$ cat src/rtl/hs_ring_pkg.sv
package hs_ring_pkg;

    // Registered state of one control stage.
    typedef struct packed {
        logic req;   // request toward the downstream delay element
        logic ack;   // acknowledge toward the upstream stage
        logic fire;  // one-cycle activation strobe
    } hs_stage_t;

    // Cycles between a stage's strobe and the next one: delay ticks plus
    // the register of the receiving stage.
    localparam int unsigned STAGE_REG_CYCLES = 1;

    // Cycles from absorbing the token until every link is back at idle.
    localparam int unsigned DRAIN_CYCLES = 3;

    function automatic int unsigned hop_cycles(input int unsigned ticks);
        return ticks + STAGE_REG_CYCLES;
    endfunction

    function automatic int unsigned lap_cycles(input int unsigned stages,
                                               input int unsigned ticks,
                                               input int unsigned fb_ticks);
        return (stages - 1) * hop_cycles(ticks) + hop_cycles(fb_ticks);
    endfunction

    function automatic int unsigned count_width(input int unsigned ticks);
        return (ticks < 2) ? 1 : $clog2(ticks);
    endfunction

endpackage

$ cat src/rtl/hs_delay.sv
module hs_delay
    import hs_ring_pkg::*;
#(
    parameter int unsigned TICKS = 2
) (
    input  logic clk,
    input  logic rst,
    input  logic a_i,
    output logic y_o
);
    localparam int unsigned CW = count_width(TICKS);
    localparam logic [CW-1:0] LAST = CW'(TICKS - 1);

    logic [CW-1:0] cnt_q;
    logic          y_q;

    // Rising request is held TICKS cycles; falling request passes in one.
    always_ff @(posedge clk) begin
        if (rst) begin
            cnt_q <= '0;
            y_q   <= 1'b0;
        end else if (!a_i) begin
            cnt_q <= '0;
            y_q   <= 1'b0;
        end else if (!y_q) begin
            if (cnt_q == LAST) begin
                y_q <= 1'b1;
            end else begin
                cnt_q <= cnt_q + 1'b1;
            end
        end
    end

    assign y_o = y_q;

endmodule

$ cat src/rtl/hs_stage.sv
module hs_stage
    import hs_ring_pkg::*;
(
    input  logic clk,
    input  logic rst,
    input  logic up_req_i,
    output logic up_ack_o,
    output logic dn_req_o,
    input  logic dn_ack_i,
    input  logic inject_i,
    input  logic sink_i,
    output logic fire_o
);
    hs_stage_t st_q;
    logic      free_w;
    logic      take_w;

    // A stage is free once both of its links have returned to zero.
    assign free_w = !st_q.req && !st_q.ack && !dn_ack_i;
    assign take_w = free_w && up_req_i;

    always_ff @(posedge clk) begin
        if (rst) begin
            st_q <= '0;
        end else begin
            st_q.fire <= 1'b0;
            if (take_w) begin
                st_q.ack <= 1'b1;
                if (!sink_i) begin
                    st_q.req  <= 1'b1;
                    st_q.fire <= 1'b1;
                end
            end else if (inject_i && free_w) begin
                st_q.req  <= 1'b1;
                st_q.fire <= 1'b1;
            end
            if (st_q.ack && !up_req_i) begin
                st_q.ack <= 1'b0;
            end
            if (st_q.req && dn_ack_i) begin
                st_q.req <= 1'b0;
            end
        end
    end

    assign up_ack_o = st_q.ack;
    assign dn_req_o = st_q.req;
    assign fire_o   = st_q.fire;

endmodule

$ cat src/rtl/hs_ring_ctl.sv
module hs_ring_ctl #(
    parameter int unsigned NUM_STAGES = 33
) (
    input  logic                  clk,
    input  logic                  rst,
    input  logic                  start_req,
    input  logic                  halt,
    input  logic [NUM_STAGES-1:0] hold_vec,
    output logic                  inject,
    output logic                  sink,
    output logic                  busy
);
    logic start_prev_q;

    always_ff @(posedge clk) begin
        if (rst) begin
            start_prev_q <= 1'b0;
        end else begin
            start_prev_q <= start_req;
        end
    end

    assign busy   = |hold_vec;
    assign inject = start_req && !start_prev_q && !busy;
    assign sink   = halt;

endmodule

$ cat src/rtl/hs_sequencer_ring.sv
module hs_sequencer_ring
    import hs_ring_pkg::*;
#(
    parameter int unsigned NUM_STAGES     = 33,
    parameter int unsigned STAGE_TICKS    = 2,
    parameter int unsigned FEEDBACK_TICKS = 2
) (
    input  logic                  clk,
    input  logic                  rst,
    input  logic                  start_req,
    input  logic                  halt,
    output logic [NUM_STAGES-1:0] strobe,
    output logic                  busy
);
    logic [NUM_STAGES-1:0] st_req;
    logic [NUM_STAGES-1:0] st_ack;
    logic [NUM_STAGES-1:0] st_fire;
    logic [NUM_STAGES-1:0] dly_y;
    logic [NUM_STAGES-1:0] hold_vec;
    logic [NUM_STAGES-1:0] inj_vec;
    logic [NUM_STAGES-1:0] sink_vec;
    logic                  inject;
    logic                  sink;

    assign hold_vec = st_req | st_ack;
    assign inj_vec  = NUM_STAGES'(inject);
    assign sink_vec = NUM_STAGES'(sink);

    hs_ring_ctl #(.NUM_STAGES(NUM_STAGES)) u_ctl (
        .clk      (clk),
        .rst      (rst),
        .start_req(start_req),
        .halt     (halt),
        .hold_vec (hold_vec),
        .inject   (inject),
        .sink     (sink),
        .busy     (busy)
    );

    for (genvar k = 0; k < NUM_STAGES; k++) begin : g_stage
        localparam int PREV = (k == 0) ? NUM_STAGES - 1 : k - 1;
        localparam int NEXT = (k == NUM_STAGES - 1) ? 0 : k + 1;
        localparam int unsigned TK =
            (k == NUM_STAGES - 1) ? FEEDBACK_TICKS : STAGE_TICKS;

        hs_stage u_stage (
            .clk     (clk),
            .rst     (rst),
            .up_req_i(dly_y[PREV]),
            .up_ack_o(st_ack[k]),
            .dn_req_o(st_req[k]),
            .dn_ack_i(st_ack[NEXT]),
            .inject_i(inj_vec[k]),
            .sink_i  (sink_vec[k]),
            .fire_o  (st_fire[k])
        );

        hs_delay #(.TICKS(TK)) u_delay (
            .clk(clk),
            .rst(rst),
            .a_i(st_req[k]),
            .y_o(dly_y[k])
        );
    end

    assign strobe = st_fire;

endmodule

$ cat config.mk
export PLATFORM = sky130hd
export DESIGN_NAME = hs_sequencer_ring
export DESIGN_NICKNAME = d
export VERILOG_FILES = /design/src/rtl/hs_ring_pkg.sv /design/src/rtl/hs_delay.sv /design/src/rtl/hs_stage.sv /design/src/rtl/hs_ring_ctl.sv /design/src/rtl/hs_sequencer_ring.sv
export SDC_FILE = /design/constraint.sdc
export NUM_CORES = 1
export LEC_CHECK = 0
export CORE_MARGIN = 5
export CORE_UTILIZATION = 30
export CTS_CLUSTER_SIZE = 14
export DETAILED_ROUTE_END_ITERATION = 6
export DONT_BUFFER_PORTS = 1
export PLACE_DENSITY = 0.42
export RECOVER_POWER = 50
export SYNTH_ARGS = -nofsm -noshare
export SYNTH_HDL_FRONTEND = slang
export SYNTH_SLANG_ARGS = --single-unit
$ cat constraint.sdc
create_clock -name clk -period 2.5 [get_ports clk]
set_clock_uncertainty 0.2 [all_clocks]
set_input_delay 0.75 -clock clk [delete_from_list [all_inputs] [get_ports clk]]
set_output_delay 0.75 -clock clk [all_outputs]
set_load 0.01 [all_outputs]
== Word-level counts from Yosys, hierarchy flattened ==
Index checks and enable logic that the tools add are counted.

* Flip-flop bits (word level): 166
* Input port bits: 4
* Output and inout port bits: 34
* Word-level logic and storage cells: 742

* Add/subtract/negate cells: 33
* Equality and inequality tests: 1
* Muxes and demuxes: 137
* Bitwise gates (word level): 34
* Reductions and logical operators: 371

{| class="wikitable"
|+ Operators by type and width
! operator !! number
|-
| 2-bit OR reduction || 99
|-
| 1-bit logical AND || 168
|-
| 1-bit two-way mux || 137
|-
| 1-bit logical NOT || 101
|-
| 1-bit adder (second input constant) || 33
|-
| 1-bit NOT || 33
|-
| 33-bit OR || 1
|-
| 33-bit OR reduction || 1
|-
| 2-bit inequality test (second input constant) || 1
|-
| 2-bit AND reduction || 1
|-
| 2-bit nonzero test || 1
|}

== Logic depth before layout (Yosys ltp) ==
Gate-level depths: netlist (run 1).

* Depth in word-level cells: 7
* Depth in mapped cells: 5
* Depth with buffers taken out: 4

== Hierarchy ==
From an unflattened synthesis (run 1), not the netlist that was laid out.

* Cell total of the unflattened synthesis: 712
* Area, all modules: 6736.5 um^2

{| class="wikitable"
|+ By module, submodules not included
! module !! times used !! cells each !! area each (um^2) !! sequential area each (um^2)
|-
| hs_stage || 33 || 13 || 117.6 || 60.1
|-
| hs_delay || 33 || 7 || 76.3 || 40.0
|-
| hs_sequencer_ring || 1 || 34 || 210.2 || 0.0
|-
| hs_ring_ctl || 1 || 18 || 126.4 || 20.0
|}

== Least setup slack after synthesis (run 1) ==
No wires, ideal clock.

* Path kind: reg-to-output
* From: register g_stage[2].u_stage.st_q, in the netlist g_stage[2].u_stage.up_ack_o
* To: output busy
* Arrival: 1.310 ns
* Data required time: 1.550 ns
* Path slack: 0.240 ns
* Stages on the path, launching flop included: 5
* Buffers on the path: 0
* Path through: dfxtp_1 nor4_2 nand4_1 or3_4 or2_1

* Cells in the longest elaborated chain, start to end: 2

{| class="wikitable"
|+ RTL lines
! what !! RTL line !! text
|-
| from (decl) || hs_stage.sv:14 || <nowiki>hs_stage_t st_q;</nowiki>
|-
| 33-bit OR || hs_sequencer_ring.sv:25 || <nowiki>assign hold_vec = st_req | st_ack;</nowiki>
|-
| 33-bit OR reduction || hs_ring_ctl.sv:23 || <nowiki>assign busy = |hold_vec;</nowiki>
|-
| to (decl) || hs_sequencer_ring.sv:13 || <nowiki>output logic busy</nowiki>
|}

Every way passes these cells.

== Worst setup path after layout (run 1) ==
* From: register g_stage[27].u_stage.st_q, in the netlist g_stage[27].u_stage.dn_req_o
* To: output busy

* Cells in the longest elaborated chain, start to end: 2

{| class="wikitable"
|+ RTL lines
! what !! RTL line
|-
| from (decl) || hs_stage.sv:14
|-
| 33-bit OR || hs_sequencer_ring.sv:25
|-
| 33-bit OR reduction || hs_ring_ctl.sv:23
|}

Every way passes these cells.

==> impl_metrics.sql, run 1 <==
INSERT INTO impl_metrics (metric_group, metric, value, unit) VALUES
('worst_setup_path', 'crit_path_max_incr_delay', '350', 'ps'),
('routing', 'via_per_inst', '4.37', ''),
('floorplan', 'placeableCoreArea', '18600', 'sq um'),
('clock_tree', 'postCtsHoldBufs', '0', ''),
('sta', 'setup_slack', '-366', 'ps'),
('synthesis', 'post_synth_and_or_nand_nor_area_fraction', '25.1', '%'),
('synthesis', 'netlist_area', '5670', 'sq um'),
('cells_and_area', 'mostFrequentLayoutCells', 'dfxtp_1, nor2_1, inv_1', ''),
('synthesis', 'synthArstFlopShare', '0', '%'),
('synthesis', 'synth.avg_cell_area', '9.06', 'sq um'),
('clock_tree', 'clockRootBuffer', 'clkbuf_16', ''),
('worst_setup_path', 'crit_chain', 'nor4_4 > buf_4 > nand4_1 > or3_4 > or2_4', ''),
('global_routing', 'grt_pass1_vias', '3764', ''),
('synthesis', 'largest_family_of_logic_cells_by_synthesized_area', 'simple AND/OR/NAND/NOR gates', ''),
('global_routing', 'grt_antenna_before_repair', '0', ''),
('cells_and_area', 'mostFrequentLayoutCell', 'dfxtp_1', ''),
('status', 'violated_checks', 'negative setup slack', ''),
('clock_tree', 'clockBufferDepth', '2', ''),
('cells_and_area', 'syn2layout_area_growth', '15.8', '%'),
('clock_tree', 'clock_sink_count', '166', ''),
('synthesis', 'yosys-top-cells-area', 'dfxtp_1, nor2_1, nand2b_1', ''),
('routing', 'dr.first_iter.drc_count', '169', ''),
('worst_setup_path', 'crit_path_max_fanout', '2', ''),
('status', 'outcome', 'complete, but fails checks', ''),
('synthesis', 'synthDistinctLibCells', '31', ''),
('worst_setup_path', 'crit_buf_inv', '1', ''),
('floorplan', 'die_y_extent', '148', 'um'),
('cells_and_area', 'n_fill_cell', '1905', ''),
('synthesis', 'synth_sequential_area_ratio', '58.6', '%'),
('synthesis', 'synth_enable_flop_cells', '0', ''),
('worst_setup_path', 'critical-path-top-delay-family', 'simple AND/OR/NAND/NOR gates', ''),
('synthesis', 'synth_top_area_share', '58.6', '%'),
('worst_hold_path', 'path_category_of_the_worst_min_delay_check', 'primary input to register', ''),
('power', 'vdd.ir_drop.worst', '461', 'uV'),
('floorplan', 'start_util', '30.4', '%'),
('sta', 'final-max-slew-violation-count', '0', ''),
('worst_setup_path', 'worst-endpoint-arrival', '1920', 'ps'),
('place', 'dpl_worst_slack', '-103', 'ps'),
('floorplan', 'io-pin-count', '38', ''),
('global_routing', 'groute.usage.overall', '11.0', '%'),
('synthesis', 'synth-adder-area-share', '0', '%'),
('synthesis', 'post-synth-top-area-cell', 'dfxtp_1', ''),
('sta', 'hold_violations', '0', ''),
('synthesis', 'postSynthCellCount', '626', ''),
('cells_and_area', 'final_core_utilization', '35.3', '%'),
('global_routing', 'grt_pass1_wl', '18900', 'um'),
('routing', 'firstDrtPassIters', '4', ''),
('worst_setup_path', 'worstSetupEndpointType', 'output pin', ''),
('worst_setup_path', 'crit_path_top_delay_cell', 'or3_4', ''),
('sta', 'grt_setup_unrepaired', 'yes', ''),
('routing', 'drcViolationCount', '0', ''),
('cells_and_area', 'layout.nets', '636', ''),
('place', 'buffer_ports.inserted', '0', ''),
('routing', 'finalWirelength', '11300', 'um'),
('synthesis', 'synth.area.mux_share', '0', '%'),
('worst_setup_path', 'worstSetupPathType', 'register to output pin', ''),
('global_routing', 'global_route.overflow_total', '0', ''),
('routing', 'wl_per_cell', '12.8', 'um'),
('sta', 'period_needed', '2870', 'ps'),
('sta', 'rel_slew_slack', '60.3', '%'),
('synthesis', 'synth_ff_type', 'dfxtp_1', ''),
('clock_tree', 'worst_setup_hold_path_clk_slew', '60', 'ps'),
('place', 'place.gp.congestion', '0.749', ''),
('sta', 'maxClockFrequency', '0.349', 'GHz'),
('cells_and_area', 'n_antenna_cell', '0', ''),
('floorplan', 'design.die.area', '21800', 'sq um'),
('routing', 'ant_nets', '0', ''),
('floorplan', 'die_width', '148', 'um'),
('power', 'power.density_cell_area', '878', 'nW/um^2'),
('sta', 'report.final.setup_viol', '1', ''),
('sta', 'fin_crit_sh', '115', '%');
==> kinds of logic after synthesis <==
kind of cell | Yosys count
AOI/OAI and AO/OA | 76
buffers and inverters | 94
DFF | 166
and+or+nand+nor | 290
==> metrics by stage <==
| stage | power (uW) | TNS, ps | area [sq um] | hold WS [ps] | cells |
|---|---|---|---|---|---|
| 5_1_grt | 5990 | -440 | 6570 | 180 | 879 |
| 4_1_cts | 5860 | -446 | 6630 | 193 | 879 |
| 2_1_floorplan | 2770 | 0 | 5670 | 224 | 626 |
| 6_report | 5770 | -366 | 6570 | 210 | 879 |
| 3_3_place_gp | 2760 | -122 | 5900 | 230 | 847 |
| 3_5_place_dp | 2760 | -103 | 5900 | 238 | 847 |
==> layer usage <==
| layer | wire [um] | global-route usage [%] | vias to the layer above | share of wire (%) |
|---|---|---|---|---|
| li1 | - | - | 2018 | - |
| met1 | 5560 | 14.5 | 1755 | 49 |
| met2 | 5070 | 16.7 | 52 | 45 |
| met3 | 457 | 3.46 | 14 | 4.1 |
| met4 | 163 | 4.33 | 0 | 1.4 |
| met5 | 0 | 0 | - | 0 |
==> Yosys cell counts, drive strengths merged (3+ instances only) <==
master  count
nor4       26
o21bai     10
a21o        3
and3        7
a21oi      38
nor3        4
inv        52
o21ai      12
buf        34
nand2      20
nand3       4
nand2b     50
dfxtp     166
nor3b      13
nor2      155
clkbuf      8
a22oi      10
==> final cells by class <==
type / count / area (sq um) / area share [%]
Timing Repair Buffer: 29 / 158 / 2.40
Inverter: 52 / 195 / 2.97
Tap cell: 234 / 293 / 4.45
Clock inverter: 12 / 248 / 3.77
Clock buffer: 20 / 457 / 6.95
Sequential cell: 166 / 3330 / 50.6
Multi-Input combinational cell: 366 / 1900 / 28.9
==> final timing paths <==
path                                     start                            to  slack, ps  depth (start not counted)
setup / recovery  g_stage[27].u_stage.dn_req_o                          busy       -370                          5
hold / removal                             rst  g_stage[21].u_stage.dn_req_o        210                          1
setup reg to reg  g_stage[27].u_stage.dn_req_o     g_stage[0].u_stage.fire_o        620                          6
hold reg to reg       g_stage[0].u_delay.cnt_q      g_stage[0].u_delay.cnt_q        240                          2
==> flip-flops by register name (all words and copies together) (netlist names) <==
name and count:
g_stage.u_stage.up_ack_o 33, g_stage.u_delay.cnt_q 33, g_stage.u_stage.fire_o 33, u_ctl.start_prev_q 1, g_stage.u_stage.dn_req_o 33, g_stage.u_delay.y_o 33
==> power breakdown <==
| part | internal [uW] | switching [uW] | total [uW] |
|---|---|---|---|
| combinational | 27.1 | 17.8 | 45.0 |
| sequential | 2650 | 5.93 | 2660 |
| clock | 2030 | 1040 | 3070 |
==> what timing repair did <==
action / CTS / global route
resized for setup: 5 / 2
setup endpoints to repair: 1 / 1
pin swaps: 1 / 1
buffers inserted: 0 / 0
endpoints found under the hold margin: 0 / 0
(Power assumes the default switching activity.)
==> run 2: changes to the inputs <==
--- a/config.mk
+++ b/config.mk
@@ -5,7 +5,7 @@
 export SDC_FILE = /design/constraint.sdc
 export NUM_CORES = 1
 export LEC_CHECK = 0
-export CORE_MARGIN = 5
+export CORE_MARGIN = 2
 export CORE_UTILIZATION = 30
 export CTS_CLUSTER_SIZE = 14
 export DETAILED_ROUTE_END_ITERATION = 6
==> run 2 against run 1 <==
Compared with the run above:
- the run still ends with negative setup slack left
- sequential power hardly changed
- sequential share of layout area is 0.32 points higher
- critical path depth stayed put
- final cell count decreased by 0.11%
- power shrank 3.9%
- setup slack improved by 51 ps
- first-iteration DRC count rose by 14%
- final area is 0.67% lower
- routed wire length down 1.7%
- die area decreased by 8.0%
- non-clock buffer count increased by 1
==> impl_metrics.sql, run 2 (synthesis results as in run 1) <==
INSERT INTO impl_metrics (metric_group, metric, value, unit) VALUES
('status', 'outcome', 'complete, but fails checks', ''),
('status', 'violated_checks', 'negative setup slack', ''),
('routing', 'wl_per_cell', '12.6', 'um'),
('routing', 'route.vias.total', '3841', ''),
('cells_and_area', 'layout.nets', '637', ''),
('routing', 'finalWirelength', '11100', 'um'),
('clock_tree', 'clockRootBuffer', 'clkbuf_16', ''),
('sta', 'measured_slew_at_the_worst_slew_check_pin', '557', 'ps'),
('sta', 'grt_setup_unrepaired', 'yes', ''),
('clock_tree', 'clockBufferDepth', '2', ''),
('clock_tree', 'cts_htree_levels', '4', ''),
('routing', 'via_per_inst', '4.37', ''),
('worst_setup_path', 'worstSetupEndpointType', 'output pin', ''),
('global_routing', 'grt_antenna_before_repair', '0', ''),
('sta', 'hold_violations', '0', ''),
('sta', 'fin_crit_sh', '113', '%'),
('place', 'place_hpwl', '7960', 'um'),
('cells_and_area', 'post_route_cells_drive_above_1_share', '8.39', '%'),
('worst_hold_path', 'hold_path_depth', '1', ''),
('floorplan', 'die_width', '142', 'um'),
('routing', 'drcViolationCount', '0', ''),
('sta', 'finalHoldWorstSlack', '209', 'ps'),
('cells_and_area', 'n_antenna_cell', '0', ''),
('clock_tree', 'clk_latency', '420', 'ps'),
('cells_and_area', 'mostFrequentLayoutCell', 'dfxtp_1', ''),
('sta', 'maxClockFrequency', '0.355', 'GHz'),
('cells_and_area', 'syn2layout_area_growth', '15.1', '%'),
('clock_tree', 'clock_sink_count', '166', ''),
('routing', 'dr.first_iter.drc_count', '192', ''),
('cells_and_area', 'mostFrequentLayoutCells', 'dfxtp_1, nor2_1, inv_1', ''),
('worst_setup_path', 'worst-endpoint-arrival', '1860', 'ps'),
('sta', 'setup_slack', '-315', 'ps'),
('worst_setup_path', 'crit_path_max_incr_delay', '350', 'ps'),
('worst_setup_path', 'required', '1550', 'ps'),
('power', 'power.density_cell_area', '850', 'nW/um^2'),
('power', 'power.leakage', '0.00268', 'uW'),
('power', 'fin_total_pwr', '5550', 'uW'),
('place', 'dpl_worst_slack', '-4.47', 'ps'),
('global_routing', 'global_route.overflow_total', '0', ''),
('global_routing', 'grt_max_degree', '88', ''),
('place', 'numPlacedInstances', '848', ''),
('worst_setup_path', 'crit_chain', 'nor4_2 > buf_4 > nand4_1 > or3_4 > or2_4', ''),
('worst_setup_path', 'crit_path_top_delay_cell', 'or3_4', ''),
('sta', 'report.final.setup_viol', '1', ''),
('floorplan', 'io-pin-count', '38', ''),
('routing', 'ant_nets', '0', ''),
('sta', 'period_needed', '2810', 'ps'),
('floorplan', 'start_util', '30.4', '%'),
('place', 'place.gp.congestion', '0.733', ''),
('cells_and_area', 'final-instance-count-excl-fill', '878', ''),
('global_routing', 'groute.usage.overall', '12.0', '%'),
('worst_setup_path', 'crit_path_max_fanout', '2', ''),
('sta', 'rel_slew_slack', '62.4', '%'),
('clock_tree', 'worst_setup_hold_path_clk_slew', '60', 'ps'),
('clock_tree', 'postCtsHoldBufs', '0', ''),
('floorplan', 'design.die.area', '20000', 'sq um'),
('worst_setup_path', 'worstSetupPathType', 'register to output pin', ''),
('clock_tree', 'clock_tree_from_tritoncts', 'done', ''),
('floorplan', 'die_y_extent', '142', 'um'),
('clock_tree', 'cts_made_buffers', '17', ''),
('floorplan', 'placeableCoreArea', '18600', 'sq um'),
('flow_run', 'cap_viol_max_count', '0', ''),
('worst_hold_path', 'path_category_of_the_worst_min_delay_check', 'primary input to register', ''),
('routing', 'firstDrtPassIters', '5', ''),
('global_routing', 'grt_pass1_vias', '3652', ''),
('floorplan', 'number_of_placement_rows', '50', ''),
('global_routing', 'grt_pass1_wl', '18400', 'um'),
('power', 'vdd.ir_drop.worst', '442', 'uV'),
('sta', 'final-max-slew-violation-count', '0', ''),
('worst_setup_path', 'worstRegToRegCells', '6', ''),
('place', 'buffer_ports.inserted', '0', ''),
('worst_setup_path', 'worstSetupStartpointType', 'register', '');
-- run 2: critical path: cells and delay by family (launching register included) --
family	cells	cell delay, ps
flops	1	320
buf+inv	1	160
simple gates	4	970
-- run 2: final timing paths --
kind | startpoint | to | slack (ps)
setup / recovery | g_stage[27].u_stage.dn_req_o | busy | -310
hold / removal | rst | g_stage[21].u_stage.dn_req_o | 210
setup reg to reg | g_stage[27].u_stage.dn_req_o | g_stage[0].u_stage.fire_o | 610
hold reg to reg | g_stage[17].u_delay.cnt_q | g_stage[17].u_delay.cnt_q | 240
-- run 2: area by class of cell --
class                           instances  area (sq um)
Clock buffer                           23           478
Sequential cell                       166          3320
Tap cell                              234           293
Timing Repair Buffer                   30           176
Multi-Input combinational cell        366          1890
Fill cell                            1915         12100
Inverter                               52           195
Clock inverter                          7           168
-- run 2: power by group --
| group | total (uW) | leakage [uW] | switching [uW] | internal [uW] |
|---|---|---|---|---|
| clock | 2840 | 0.000314 | 994 | 1850 |
| sequential | 2660 | 0.00134 | 5.63 | 2650 |
| combinational | 48.5 | 0.00102 | 18.9 | 29.5 |
-- run 2: timing repair --
item                       4_1_cts  5_1_grt
setup buffers                    0        0
cloned                           0        0
setup endpoints to repair        1        1
resized for setup                4        1
-- run 2: layer usage --
metal | global-route usage, % | wire length [um] | vias to the layer above
li1 | - | - | 2026
met1 | 15.7 | 5560 | 1755
met2 | 18.3 | 4970 | 49
met3 | 4.18 | 390 | 11
met4 | 4.74 | 141 | 0
met5 | 0 | 0 | -
-- run 2: per-stage QoR --
stage          utilization [%]  cell area [sq um]  setup TNS [ps]
3_3_place_gp              31.7               5910           -15.2
6_report                  35.0               6530            -315
5_1_grt                   35.0               6530            -400
4_1_cts                   35.2               6570            -372
2_1_floorplan                -               5670               0
3_5_place_dp              31.7               5910           -4.47
